<file path="config.mk">
export PLATFORM = sky130hd
export DESIGN_NAME = stackacc_cpu
export DESIGN_NICKNAME = d
export VERILOG_FILES = /design/src/rtl/stackacc_pkg.sv /design/src/rtl/stackacc_decode.sv /design/src/rtl/stackacc_alu.sv /design/src/rtl/stackacc_cpu.sv
export SDC_FILE = /design/constraint.sdc
export NUM_CORES = 1
export LEC_CHECK = 0
export BUFFER_PORTS_ARGS = -buffer_cell sky130_fd_sc_hd__buf_2
export CELL_PAD_IN_SITES_DETAIL_PLACEMENT = 0
export CELL_PAD_IN_SITES_GLOBAL_PLACEMENT = 1
export CORE_UTILIZATION = 46
export CTS_CLUSTER_SIZE = 40
export DETAILED_ROUTE_END_ITERATION = 6
export GPL_TIMING_DRIVEN = 0
export PLACE_DENSITY = 0.88
export SETUP_SLACK_MARGIN = 0.05
export SYNTH_ARGS = -nofsm -noshare
export SYNTH_HDL_FRONTEND = slang
export SYNTH_SLANG_ARGS = --single-unit
</file>
<file path="constraint.sdc">
create_clock -name clk -period 5.1 [get_ports clk]
set_clock_uncertainty 0.15 [all_clocks]
set_input_delay 0.765 -clock clk [delete_from_list [all_inputs] [get_ports clk]]
set_output_delay 0.765 -clock clk [all_outputs]
set_load 0.1 [all_outputs]
</file>
<file path="src/rtl/stackacc_pkg.sv">
`timescale 1ns/1ps
package stackacc_pkg;

    parameter int WORD_W = 16;
    parameter int ADDR_W = 12;
    parameter int OPC_W  = WORD_W - ADDR_W;
    parameter int IMM_W  = 8;
    parameter int SUB_W  = ADDR_W - IMM_W;

    typedef enum logic [2:0] {
        ST_FETCH,
        ST_DECODE,
        ST_EXEC,
        ST_RDWAIT,
        ST_HALT
    } state_e;

    typedef enum logic [4:0] {
        OP_LD_DIR, OP_ST_DIR, OP_ADD_DIR, OP_SUB_DIR,
        OP_BR_NNEG, OP_BR_ZERO, OP_JMP, OP_LD_IMM,
        OP_LD_LOC, OP_ST_LOC, OP_ADD_LOC, OP_SUB_LOC,
        OP_BR_NEG, OP_BR_NZ, OP_CALL,
        OP_PUSH_IND, OP_POP_IND, OP_PUSH, OP_POP, OP_RET,
        OP_XCHG, OP_SP_ADD, OP_SP_SUB, OP_HALT, OP_NOP
    } op_e;

    typedef struct packed {
        state_e              state;
        logic [ADDR_W-1:0]   pc;
        logic [WORD_W-1:0]   ac;
        logic [WORD_W-1:0]   sp;
        logic [WORD_W-1:0]   ir;
    } core_t;

endpackage

</file>
<file path="src/rtl/stackacc_decode.sv">
`timescale 1ns/1ps
module stackacc_decode
    import stackacc_pkg::*;
(
    input  logic [WORD_W-1:0] ir,
    output op_e               op,
    output logic [ADDR_W-1:0] xfld,
    output logic [IMM_W-1:0]  imm
);
    logic [OPC_W-1:0] major;
    logic [SUB_W-1:0] minor;

    assign major = ir[WORD_W-1 -: OPC_W];
    assign minor = ir[ADDR_W-1 -: SUB_W];
    assign xfld  = ir[ADDR_W-1:0];
    assign imm   = ir[IMM_W-1:0];

    always_comb begin
        op = OP_NOP;
        if (major != {OPC_W{1'b1}}) begin
            op = op_e'({1'b0, major});
        end else begin
            case (minor)
                4'h0:    op = OP_PUSH_IND;
                4'h2:    op = OP_POP_IND;
                4'h4:    op = OP_PUSH;
                4'h6:    op = OP_POP;
                4'h8:    op = OP_RET;
                4'hA:    op = OP_XCHG;
                4'hC:    op = OP_SP_ADD;
                4'hE:    op = OP_SP_SUB;
                4'hF:    op = OP_HALT;
                default: op = OP_NOP;
            endcase
        end
    end
endmodule

</file>
<file path="src/rtl/stackacc_alu.sv">
`timescale 1ns/1ps
module stackacc_alu
    import stackacc_pkg::*;
(
    input  op_e               op,
    input  logic [WORD_W-1:0] ac,
    input  logic [WORD_W-1:0] mval,
    output logic [WORD_W-1:0] res,
    output logic              take
);
    logic ac_zero;
    logic ac_neg;

    assign ac_zero = (ac == '0);
    assign ac_neg  = ac[WORD_W-1];

    always_comb begin
        case (op)
            OP_ADD_DIR, OP_ADD_LOC: res = ac + mval;
            OP_SUB_DIR, OP_SUB_LOC: res = ac - mval;
            default:                res = mval;
        endcase
    end

    always_comb begin
        case (op)
            OP_BR_NNEG: take = !ac_neg;
            OP_BR_ZERO: take = ac_zero;
            OP_BR_NEG:  take = ac_neg;
            OP_BR_NZ:   take = !ac_zero;
            OP_JMP:     take = 1'b1;
            default:    take = 1'b0;
        endcase
    end
endmodule

</file>
<file path="src/rtl/stackacc_cpu.sv">
`timescale 1ns/1ps
module stackacc_cpu
    import stackacc_pkg::*;
#(
    parameter int PC_INIT = 0,
    parameter int SP_INIT = 1024
) (
    input  logic              clk,
    input  logic              rst_n,
    output logic [11:0]       mem_addr,
    output logic              mem_re,
    output logic              mem_we,
    output logic [15:0]       mem_wdata,
    input  logic [15:0]       mem_rdata,
    output logic              halted
);
    localparam logic [ADDR_W-1:0] PC_RST = ADDR_W'(PC_INIT);
    localparam logic [WORD_W-1:0] SP_RST = WORD_W'(SP_INIT);

    core_t q, d;

    op_e               op;
    logic [ADDR_W-1:0] xfld;
    logic [IMM_W-1:0]  imm;
    logic [WORD_W-1:0] alu_res;
    logic              take;

    logic [WORD_W-1:0] sp_dec, sp_inc;
    logic [ADDR_W-1:0] loc_addr;

    stackacc_decode u_dec (
        .ir   (q.ir),
        .op   (op),
        .xfld (xfld),
        .imm  (imm)
    );

    stackacc_alu u_alu (
        .op   (op),
        .ac   (q.ac),
        .mval (mem_rdata),
        .res  (alu_res),
        .take (take)
    );

    assign sp_dec   = q.sp - 1'b1;
    assign sp_inc   = q.sp + 1'b1;
    assign loc_addr = q.sp[ADDR_W-1:0] + xfld;

    always_comb begin
        d         = q;
        mem_addr  = '0;
        mem_re    = 1'b0;
        mem_we    = 1'b0;
        mem_wdata = '0;
        case (q.state)
            ST_FETCH: begin
                mem_addr = q.pc;
                mem_re   = 1'b1;
                d.state  = ST_DECODE;
            end
            ST_DECODE: begin
                d.ir    = mem_rdata;
                d.pc    = q.pc + 1'b1;
                d.state = ST_EXEC;
            end
            ST_EXEC: begin
                d.state = ST_FETCH;
                case (op)
                    OP_LD_DIR, OP_ADD_DIR, OP_SUB_DIR: begin
                        mem_addr = xfld;
                        mem_re   = 1'b1;
                        d.state  = ST_RDWAIT;
                    end
                    OP_LD_LOC, OP_ADD_LOC, OP_SUB_LOC: begin
                        mem_addr = loc_addr;
                        mem_re   = 1'b1;
                        d.state  = ST_RDWAIT;
                    end
                    OP_ST_DIR: begin
                        mem_addr  = xfld;
                        mem_we    = 1'b1;
                        mem_wdata = q.ac;
                    end
                    OP_ST_LOC: begin
                        mem_addr  = loc_addr;
                        mem_we    = 1'b1;
                        mem_wdata = q.ac;
                    end
                    OP_BR_NNEG, OP_BR_ZERO, OP_BR_NEG, OP_BR_NZ, OP_JMP: begin
                        if (take) d.pc = xfld;
                    end
                    OP_LD_IMM: d.ac = WORD_W'(xfld);
                    OP_CALL: begin
                        d.sp      = sp_dec;
                        mem_addr  = sp_dec[ADDR_W-1:0];
                        mem_we    = 1'b1;
                        mem_wdata = WORD_W'(q.pc);
                        d.pc      = xfld;
                    end
                    OP_PUSH_IND: begin
                        mem_addr = q.ac[ADDR_W-1:0];
                        mem_re   = 1'b1;
                        d.state  = ST_RDWAIT;
                    end
                    OP_POP_IND, OP_POP, OP_RET: begin
                        mem_addr = q.sp[ADDR_W-1:0];
                        mem_re   = 1'b1;
                        d.state  = ST_RDWAIT;
                    end
                    OP_PUSH: begin
                        d.sp      = sp_dec;
                        mem_addr  = sp_dec[ADDR_W-1:0];
                        mem_we    = 1'b1;
                        mem_wdata = q.ac;
                    end
                    OP_XCHG: begin
                        d.ac = q.sp;
                        d.sp = q.ac;
                    end
                    OP_SP_ADD: d.sp = q.sp + WORD_W'(imm);
                    OP_SP_SUB: d.sp = q.sp - WORD_W'(imm);
                    OP_HALT:   d.state = ST_HALT;
                    default: ;
                endcase
            end
            ST_RDWAIT: begin
                d.state = ST_FETCH;
                case (op)
                    OP_LD_DIR, OP_ADD_DIR, OP_SUB_DIR,
                    OP_LD_LOC, OP_ADD_LOC, OP_SUB_LOC: d.ac = alu_res;
                    OP_PUSH_IND: begin
                        d.sp      = sp_dec;
                        mem_addr  = sp_dec[ADDR_W-1:0];
                        mem_we    = 1'b1;
                        mem_wdata = mem_rdata;
                    end
                    OP_POP_IND: begin
                        mem_addr  = q.ac[ADDR_W-1:0];
                        mem_we    = 1'b1;
                        mem_wdata = mem_rdata;
                        d.sp      = sp_inc;
                    end
                    OP_POP: begin
                        d.ac = mem_rdata;
                        d.sp = sp_inc;
                    end
                    OP_RET: begin
                        d.pc = mem_rdata[ADDR_W-1:0];
                        d.sp = sp_inc;
                    end
                    default: ;
                endcase
            end
            ST_HALT: d.state = ST_HALT;
            default: d.state = ST_FETCH;
        endcase
    end

    always_ff @(posedge clk) begin
        if (!rst_n) begin
            q.state <= ST_FETCH;
            q.pc    <= PC_RST;
            q.ac    <= '0;
            q.sp    <= SP_RST;
            q.ir    <= '0;
        end else begin
            q <= d;
        end
    end

    assign halted = (q.state == ST_HALT);

    assert_rw_excl_R14: assert property (@(posedge clk) disable iff (!rst_n)
        !(mem_re && mem_we));

    assert_halt_sticky_R12: assert property (@(posedge clk) disable iff (!rst_n)
        halted |=> halted);

    assert_halt_quiet_R12: assert property (@(posedge clk) disable iff (!rst_n)
        halted |-> (!mem_re && !mem_we));

    assert_pc_step_R13: assert property (@(posedge clk) disable iff (!rst_n)
        (q.state == ST_DECODE) |=> (q.pc == ADDR_W'($past(q.pc) + 1'b1)));

    assert_push_sp_R8: assert property (@(posedge clk) disable iff (!rst_n)
        (q.state == ST_EXEC && op == OP_PUSH) |=>
            (q.sp == WORD_W'($past(q.sp) - 1'b1)));

    assert_fetch_read_R1: assert property (@(posedge clk) disable iff (!rst_n)
        (q.state == ST_FETCH) |-> (mem_re && mem_addr == q.pc));
endmodule

</file>
* After elaboration in Yosys (flattened, before gate mapping)
Memories as Yosys holds them, arrays and structs flattened. A register that Yosys moved wholly into a read port is not among the register bits. Cells that the tools add are included.
Word-level totals: memories 1, bits in registers 63, output and inout bits 31, word-level logic and storage cells 98, memory bits (read-only) 80
Memories:
- (no name shown) | depth 16, bits a word 5, rd ports 1, clocked after Yosys merged registers in 1, write ports 0, line stackacc_decode.sv:23 | case (minor)
Cells by class: muxes and demuxes 27, reduce and logical (&&, ||, !) cells 22, equal/unequal tests 35, add/sub/neg operators 8
Operators by type and width (count):
- $pmux W16 S2 | 6
- $pmux W12 S3 | 2
- $pmux W16 S4 | 1
- $pmux W32 S2 | 1
- $pmux W12 S5 | 1
- $pmux W12 S2 | 2
- $eq A5 B4 Y1 const B | 8
- $eq A5 B5 Y1 const B | 8
- $mux W12 | 2
- $eq A5 B3 Y1 const B | 4
- $add A16 B1 Y16 const B | 1
- $add A16 B16 Y16 | 1
- $add A16 B8 Y16 | 1
- $logic_not A16 Y1 | 1
- $mux W16 | 1
- $sub A16 B1 Y16 const B | 1
- $sub A16 B16 Y16 | 1
- $sub A16 B8 Y16 | 1
- $add A12 B1 Y12 const B | 1
- $add A12 B12 Y12 | 1
- $pmux W3 S4 | 1
- $reduce_or A4 Y1 | 3
- $eq A5 B2 Y1 const B | 2
- $reduce_or A10 Y1 | 1
- 27 further kinds | 40

* Longest topological paths before layout
Gate-level depths: netlist (run 1).
depth after elaboration 7, mapped depth 16

* Modules after synthesis
Synthesis (run 1) repeated with hierarchy kept, for this count alone.
Unflattened totals: cells, all modules 1229, area total of the unflattened synthesis 8378.0 um2
By module, submodules not included:
- stackacc_cpu | instances 1, cells each 994, area an instance 6749.0 um2
- stackacc_alu | instances 1, cells each 186, area an instance 1249.9 um2
- stackacc_decode | instances 1, cells each 49, area an instance 379.1 um2

* Worst setup path after synthesis (run 1)
Ideal clock, no wire load.
path type register -> output, start point reg q[17] (netlist bit), end point out mem_addr[8], path buffers 0, required time 4.185 ns, setup slack 0.011 ns, arrival time 4.174 ns, stages on the path, launching flop included 11, cell sequence dfxtp_1 inv_1 fa_1 nor2b_1 o21ai_0 nand2b_1 a311oi_1 nor2_1 xnor2_1 o31a_1 o31ai_1
Between the ends: longest elaborated chain between the ends 3, elaborated cells on any way between the ends 5
RTL lines:
- from (decl) | line stackacc_cpu.sv:20 | core_t q, d;
- $sub A16 B1 Y16 / $add A12 B12 Y12 (equally long branches) | line stackacc_cpu.sv:46, stackacc_cpu.sv:48
- $pmux W12 S5 / $pmux W12 S2 (equally long branches) | line stackacc_cpu.sv:69, stackacc_cpu.sv:129
- $pmux W12 S3 * | line stackacc_cpu.sv:56 | case (q.state)
- to (decl) | line stackacc_cpu.sv:10 | output logic [11:0] mem_addr,
Every way passes the cells marked *; elsewhere a longest branch is shown, timed or not.

* Worst setup path in the final report (run 1)
start point reg q[15] (netlist name), end point out mem_wdata[4]
Between the ends: longest elaborated chain between the ends 6, elaborated cells on any way between the ends 13
RTL lines:
- $ne A4 B4 Y1 | line stackacc_decode.sv:20 | if (major != {OPC_W{1'b1}}) begin
- $mux W5 * | line stackacc_decode.sv:20
- $eq A5 B5 Y1 (tied with other cells) | line stackacc_cpu.sv:69 | case (op)
- $reduce_or A3 Y1 (no line) / $reduce_or A2 Y1 (equally long branches)
- $pmux W16 S2 / $mux W16 (equally long branches) | line stackacc_cpu.sv:69, stackacc_cpu.sv:129
- $pmux W16 S2 * | line stackacc_cpu.sv:56
- to (decl) | line stackacc_cpu.sv:13 | output logic [15:0] mem_wdata,
Marks and branches as above.

==> results.toml, run 1 <==
[run_status]
run_status = "complete, no violations"

[worst_setup_path]
r2r_end = "q[45]$_SDFFE_PN0P_"
critical_path.startpoint_type = "register"
path_cells = "buf_4 -> or3b_1 -> o21ai_2 -> nor2_1 -> nor3_2 -> clkbuf_1 -> a22oi_1 -> nand2_1 -> buf_2"
crit_fanout = 10
cp_slowest_cell = "nor3_2"
rrSetupSlack_ns = 0.42
path_class = "register to output port"
r2r_cells = 16
cp-end-kind = "output port"
crit_arrival_ns = 3.85
r2r_start = "q[15]$_SDFFE_PN0P_"
critPathRequiredTime_ns = 4.18
slowest_delay_ns = 0.60

[yosys]
ys_ff_latch = 68
yosysSeqAreaShare_pct = 16.23
synthFlopType = "dfxtp_1"
synth_top_family_by_area = "compound AO/OA/AOI/OAI gates"
synth_top_cell_by_area = "dfxtp_1"
synth-edff-count = 0
syn_area_mm2 = 0.008388
syn_nets = 1268
synthTopCellsByArea = "dfxtp_1 16%, ha_1 7.9%, nand2_1 6.9%, a21oi_1 5.4%, o21ai_0 4.7%"
synth_top_area_share_pct = 16.23
yosys_warnings = 0
synthMuxAreaShare_pct = 3.222
synth-compound-area-share_pct = 32.73
synth-xor-area-share_pct = 6.996
synth-async-reset-ratio_pct = 0
synthCells = 1194
synth-simple-area-share_pct = 26.51
syn_area_per_cell_um2 = 7.025
yosysUniqueCellTypes = 87
synth-adder-area-share_pct = 8.622

[timing]
tightest_slew_ns = 1.292
fin_crit_ns = 4.769
fin_crit_sh_pct = 93.51
final_max_slew_viol_count = 0
fmax_mhz = 209.7
rsz0062_at_grt = "no"
layout_setup_ws_ns = 0.3311
finalHoldViolations = 0
whs_ns = 0.3847
setup_violations = 0
relSlewSlack_pct = 13.23

[placed_design]
numPortBuffers = 39
dp_hpwl_um = 28420
dp_slack_ns = -0.1118
place_congestion = 1.018

[detailed_routing]
dr.pass1.iters = 6
remaining_drc_errors = 0
drt-total-wl_um = 36840
route.vias.total = 9970
first_iter_violations = 1372
via_per_inst = 6.736
routedWlPerCell_um = 24.89
detail-route-antenna-nets = 0

[floorplan]
core_area_mm2 = 0.01790
io_pins = 49
dieArea_mm2 = 0.01878
rows = 49
die_h_um = 137.0
start_util_pct = 46.85
die_x_um = 137.0

[hold_path]
holdPathStages = 2
hold_class = "register to register"
hp-start = "q[49]$_SDFFE_PN0P_"
min_to = "q[49]$_SDFFE_PN0P_"

[global_routing]
grt_usage_pct = 39.62
grt_pass1_vias = 8836
grt_overflow = 0
antenna_found_initial = 0
grt_pass1_wl_um = 54290
grt_max_degree = 13

[clocking]
holdBufCountCts = 0
h-tree-depth = 3
cts-buffers-inserted = 9
clkLatencyLatePin_ns = 0.36
cts_buffer_depth = 2
cts.sinks = 68
cts_tree = "done"
clkSlewWorstSetupHoldPaths_ns = 0.07
clock-root-buffer = "clkbuf_16"

[cells_and_area]
largest_register_ffs = 63
syn_to_final_growth_pct = 9.830
top_register = "q"
final_nets = 1319
fillers = 1807
drive_above_1_share_pct = 8.800
largest_registers = "q x63"
final_cell_mix = "154 x nand2_1, 102 x nor2_1, 89 x a21oi_1"
final_common_cell = "nand2_1"
utilization_pct = 51.46

[flow_run]
cap_violations = 0

[power]
powerDensity_mw_per_mm2 = 267.8
vdd_ir_drop_max_mv = 0.1938
total_power_mw = 2.467
leakagePower_nw = 3.647
## worst max-delay path: cells and delay by family, from the launching register on
family,cells,cell delay (ns)
buffers and inverters,3,1.20
AND/OR/NAND/NOR,4,1.29
AO/OA/AOI/OAI,2,0.62
flip-flops,1,0.36
## power by group
group	total, mW	leakage, nW	switching [mW]	internal (mW)
registers	0.633	0.553	0.0666	0.566
logic	1.11	2.94	0.723	0.390
clock network	0.722	0.157	0.292	0.430
total	2.47	3.65	1.08	1.39
## layout make-up
| class | instances | area [um2] | share of cell area [%] |
|---|---|---|---|
| multi-input combinational | 1011 | 6565 | 71.26 |
| sequential | 68 | 1361 | 14.78 |
| buffer | 92 | 391.6 | 4.251 |
| tap | 229 | 286.5 | 3.110 |
| clock buffer | 10 | 229.0 | 2.485 |
| timing repair buffer | 40 | 202.7 | 2.200 |
| clock inverter | 6 | 87.58 | 0.9507 |
| inverter | 23 | 86.33 | 0.9371 |
| antenna | 1 | 2.502 | 0.02716 |
## stage by stage
step	instances	instance area (um2)	TNS, ns
after floorplan	1194	8393	0
after global placement	1462	8875	-0.2365
after detailed placement	1462	8875	-0.2100
after CTS	1478	9195	0
after global routing	1479	9210	0
final	1480	9213	0
## synth_stat cells, drive strengths merged, types with 29 or more instances
library cell	instances
a21boi	35
nor3	44
xnor2	38
nor2	106
a21oi	90
o21ai	88
nand2	154
buf	31
xor2	29
ha	53
dfxtp	68
clkbuf	61
nand3	55
## metal layers
layer  GRT usage, %  wire length [um]
met5              0                 0
met4          16.91              1580
met3          9.333              4006
met2          58.59             15490
met1          54.37             15770
## cell families (layout without fill, tap and decap cells)
family / Yosys count / count (layout)
other: 0 / 1
AOI/OAI and AO/OA: 401 / 401
buffers and inverters: 115 / 171
and+or+nand+nor: 460 / 460
xor gates and xnor gates: 67 / 67
muxes: 27 / 27
adders and majority gates: 56 / 56
DFF: 68 / 68
## how the worst max path moves through the flow
stage / slack, ns / endpoint / cells after the start / start
after floorplan: 0.12 / mem_addr[5] / 9 / q[15]$_SDFFE_PN0P_
after global placement: -0.11 / q[30]$_SDFFE_PN0P_ / 15 / q[13]$_SDFFE_PN0P_
after detailed placement: -0.11 / q[28]$_SDFFE_PN0P_ / 15 / q[13]$_SDFFE_PN0P_
after CTS: 0.05 / q[28]$_SDFFE_PN0P_ / 14 / q[13]$_SDFFE_PN0P_
after global routing: 0.11 / q[45]$_SDFFE_PN0P_ / 16 / q[15]$_SDFFE_PN0P_
final: 0.33 / mem_wdata[4] / 9 / q[15]$_SDFFE_PN0P_
## repair_timing
item / 4_1_cts / 5_1_grt
endpoints found under the setup margin: 4 / 9
setup buffers: 0 / 1
resized for setup: 1 / 1
No activity file was read; power rests on OpenSTA's default activity.
==> inputs of run 2 (changes only) <==
--- a/config.mk
+++ b/config.mk
@@ -6,14 +6,13 @@
 export NUM_CORES = 1
 export LEC_CHECK = 0
 export BUFFER_PORTS_ARGS = -buffer_cell sky130_fd_sc_hd__buf_2
-export CELL_PAD_IN_SITES_DETAIL_PLACEMENT = 0
-export CELL_PAD_IN_SITES_GLOBAL_PLACEMENT = 1
-export CORE_UTILIZATION = 46
+export CORE_UTILIZATION = 47
 export CTS_CLUSTER_SIZE = 40
 export DETAILED_ROUTE_END_ITERATION = 6
 export GPL_TIMING_DRIVEN = 0
-export PLACE_DENSITY = 0.88
+export PLACE_DENSITY = 0.7
 export SETUP_SLACK_MARGIN = 0.05
+export SLEW_MARGIN = 20
 export SYNTH_ARGS = -nofsm -noshare
 export SYNTH_HDL_FRONTEND = slang
 export SYNTH_SLANG_ARGS = --single-unit
==> run 2 against run 1 <==
Against the previous run:
- die area fell by 2.1%
- first-iteration DRC count fell by 13%
- register-to-register slack got worse by 0.12 ns
- largest power group unchanged
==> results.toml, run 2 (synthesis results as in run 1) <==
[floorplan]
start_util_pct = 48.33
die_x_um = 135.6
io_pins = 49
die_h_um = 135.6
rows = 48
dieArea_mm2 = 0.01838
core_area_mm2 = 0.01736

[worst_setup_path]
critPathBufInv = 1
critical_path.startpoint_type = "register"
crit_top_cell = "a21o_1"
critPathRequiredTime_ns = 5.23
crit_family = "compound AO/OA/AOI/OAI gates"
slowest_delay_ns = 0.68
cp-end-kind = "register"
path_class = "register to register"
crit_fanout = 14
cp_slowest_cell = "a21oi_4"
path_cells = "buf_2 -> and4_1 -> nand4b_1 -> a21oi_4 -> nor2_1 -> xnor2_1 -> ha_1 -> a21o_1 -> a21o_1 -> a2111oi_2 -> o41ai_2 -> a21oi_1 -> or4b_1 -> a31oi_1"
crit_arrival_ns = 4.93
rrSetupSlack_ns = 0.30

[cells_and_area]
final_common_cell = "nand2_1"
largest_registers = "q x63"
syn_to_final_growth_pct = 9.651
final_cell_mix = "154 x nand2_1, 102 x nor2_1, 89 x a21oi_1"
diodes = 0
finalNonFillerCells = 1472
drive_above_1_share_pct = 8.821
final_nets = 1317
largest_register_ffs = 63
top_register = "q"

[clocking]
h-tree-depth = 3
cts-buffers-inserted = 9
cts.sinks = 68
clkSlewWorstSetupHoldPaths_ns = 0.06
clkLatencyLatePin_ns = 0.36
cts_buffer_depth = 2
post-cts-setup-buffers = 0
clock-root-buffer = "clkbuf_16"
cts_tree = "done"

[flow_run]
cap_violations = 0

[placed_design]
place_congestion = 1.006
numPortBuffers = 39
dp.cells = 1458
dp_hpwl_um = 28190
dp_slack_ns = -0.08198

[power]
p_comb_share_pct = 45.3
seq_power_share_pct = 25.8
vdd_ir_drop_max_mv = 0.2306
p_switching_mw = 1.071
swShare_pct = 43.64
total_power_mw = 2.455
power_frac_clock_pct = 28.9
powerDensity_mw_per_mm2 = 266.9
intPower_mw = 1.384
leakagePower_nw = 3.638

[global_routing]
grt_overflow = 0
grt_usage_pct = 39.95
grt_pass1_wl_um = 54130
grt_max_degree = 13
grt_pass1_vias = 8928
antenna_found_initial = 1

[detailed_routing]
route.vias.total = 9937
detail-route-antenna-nets = 0
first_iter_violations = 1188
drt-total-wl_um = 36330
dr.pass1.iters = 6
via_per_inst = 6.751
remaining_drc_errors = 0
routedWlPerCell_um = 24.68

[timing]
whs_ns = 0.3856
rsz0062_at_grt = "no"
fin_crit_sh_pct = 94.04
relSlewSlack_pct = 42.69
setup_tns_ns = 0
fmax_mhz = 208.5
fin_crit_ns = 4.796
finalHoldViolations = 0
setup_violations = 0
tightest_slew_ns = 0.8539
final_max_slew_viol_count = 0
layout_setup_ws_ns = 0.3039

[hold_path]
hold_class = "register to register"

[run_status]
run_status = "complete, no violations"
-- run 2: area by class of cell --
cell class,count,area (um2)
Multi-Input combinational cell,1011,6570
Inverter,23,86.33
Buffer,91,387.9
Clock inverter,6,90.09
Clock buffer,9,225.2
Fill cell,1761,8159
Tap cell,225,281.5
Sequential cell,68,1361
Timing Repair Buffer,39,195.2
-- run 2: power groups by stage --
stage               Sequential, mW  Combinational [mW]  Clock (mW)
floorplan                    0.613               0.814           0
global placement             0.642                1.07           0
detailed placement           0.643                1.08           0
CTS                          0.631                1.08       0.706
global route                 0.636                1.20       0.724
finish                       0.634                1.11       0.709
-- run 2: path summary, 6_finish.rpt --
kind                                          from            endpoint  cells after the start
worst max-delay path            q[13]$_SDFFE_PN0P_  q[28]$_SDFFE_PN0P_                     14
worst max register to register  q[13]$_SDFFE_PN0P_  q[28]$_SDFFE_PN0P_                     14
worst min-delay path            q[49]$_SDFFE_PN0P_  q[49]$_SDFFE_PN0P_                      2
worst min register to register  q[49]$_SDFFE_PN0P_  q[49]$_SDFFE_PN0P_                      2
-- run 2: tightest hold or removal path, stage by stage, from the launching register on --
cell      delay [ns]
dfxtp_1         0.36
nand2_1         0.08
a21boi_1        0.06
-- run 2: metrics by stage --
| step | util, % | area [um2] |
|---|---|---|
| detailed placement | 51.13 | 8875 |
| finish | 52.99 | 9198 |
| CTS | 52.97 | 9194 |
| floorplan | - | 8393 |
| global route | 52.99 | 9198 |
| global placement | 51.10 | 8870 |
-- run 2: metal layers --
layer	vias up	track usage [%]	wire length [um]
met5	-	0	0
met4	0	19.60	1888
met3	140	8.754	4155
met2	638	59.50	15160
met1	4674	53.89	15120
li1	4485	-	-
-- run 2: what timing repair did --
| item | CTS | global route |
|---|---|---|
| gates resized for setup | 1 | 1 |
| endpoints found under the setup margin | 2 | 8 |
| hold buffers | 0 | 0 |
| hold endpoints to repair | 0 | 0 |
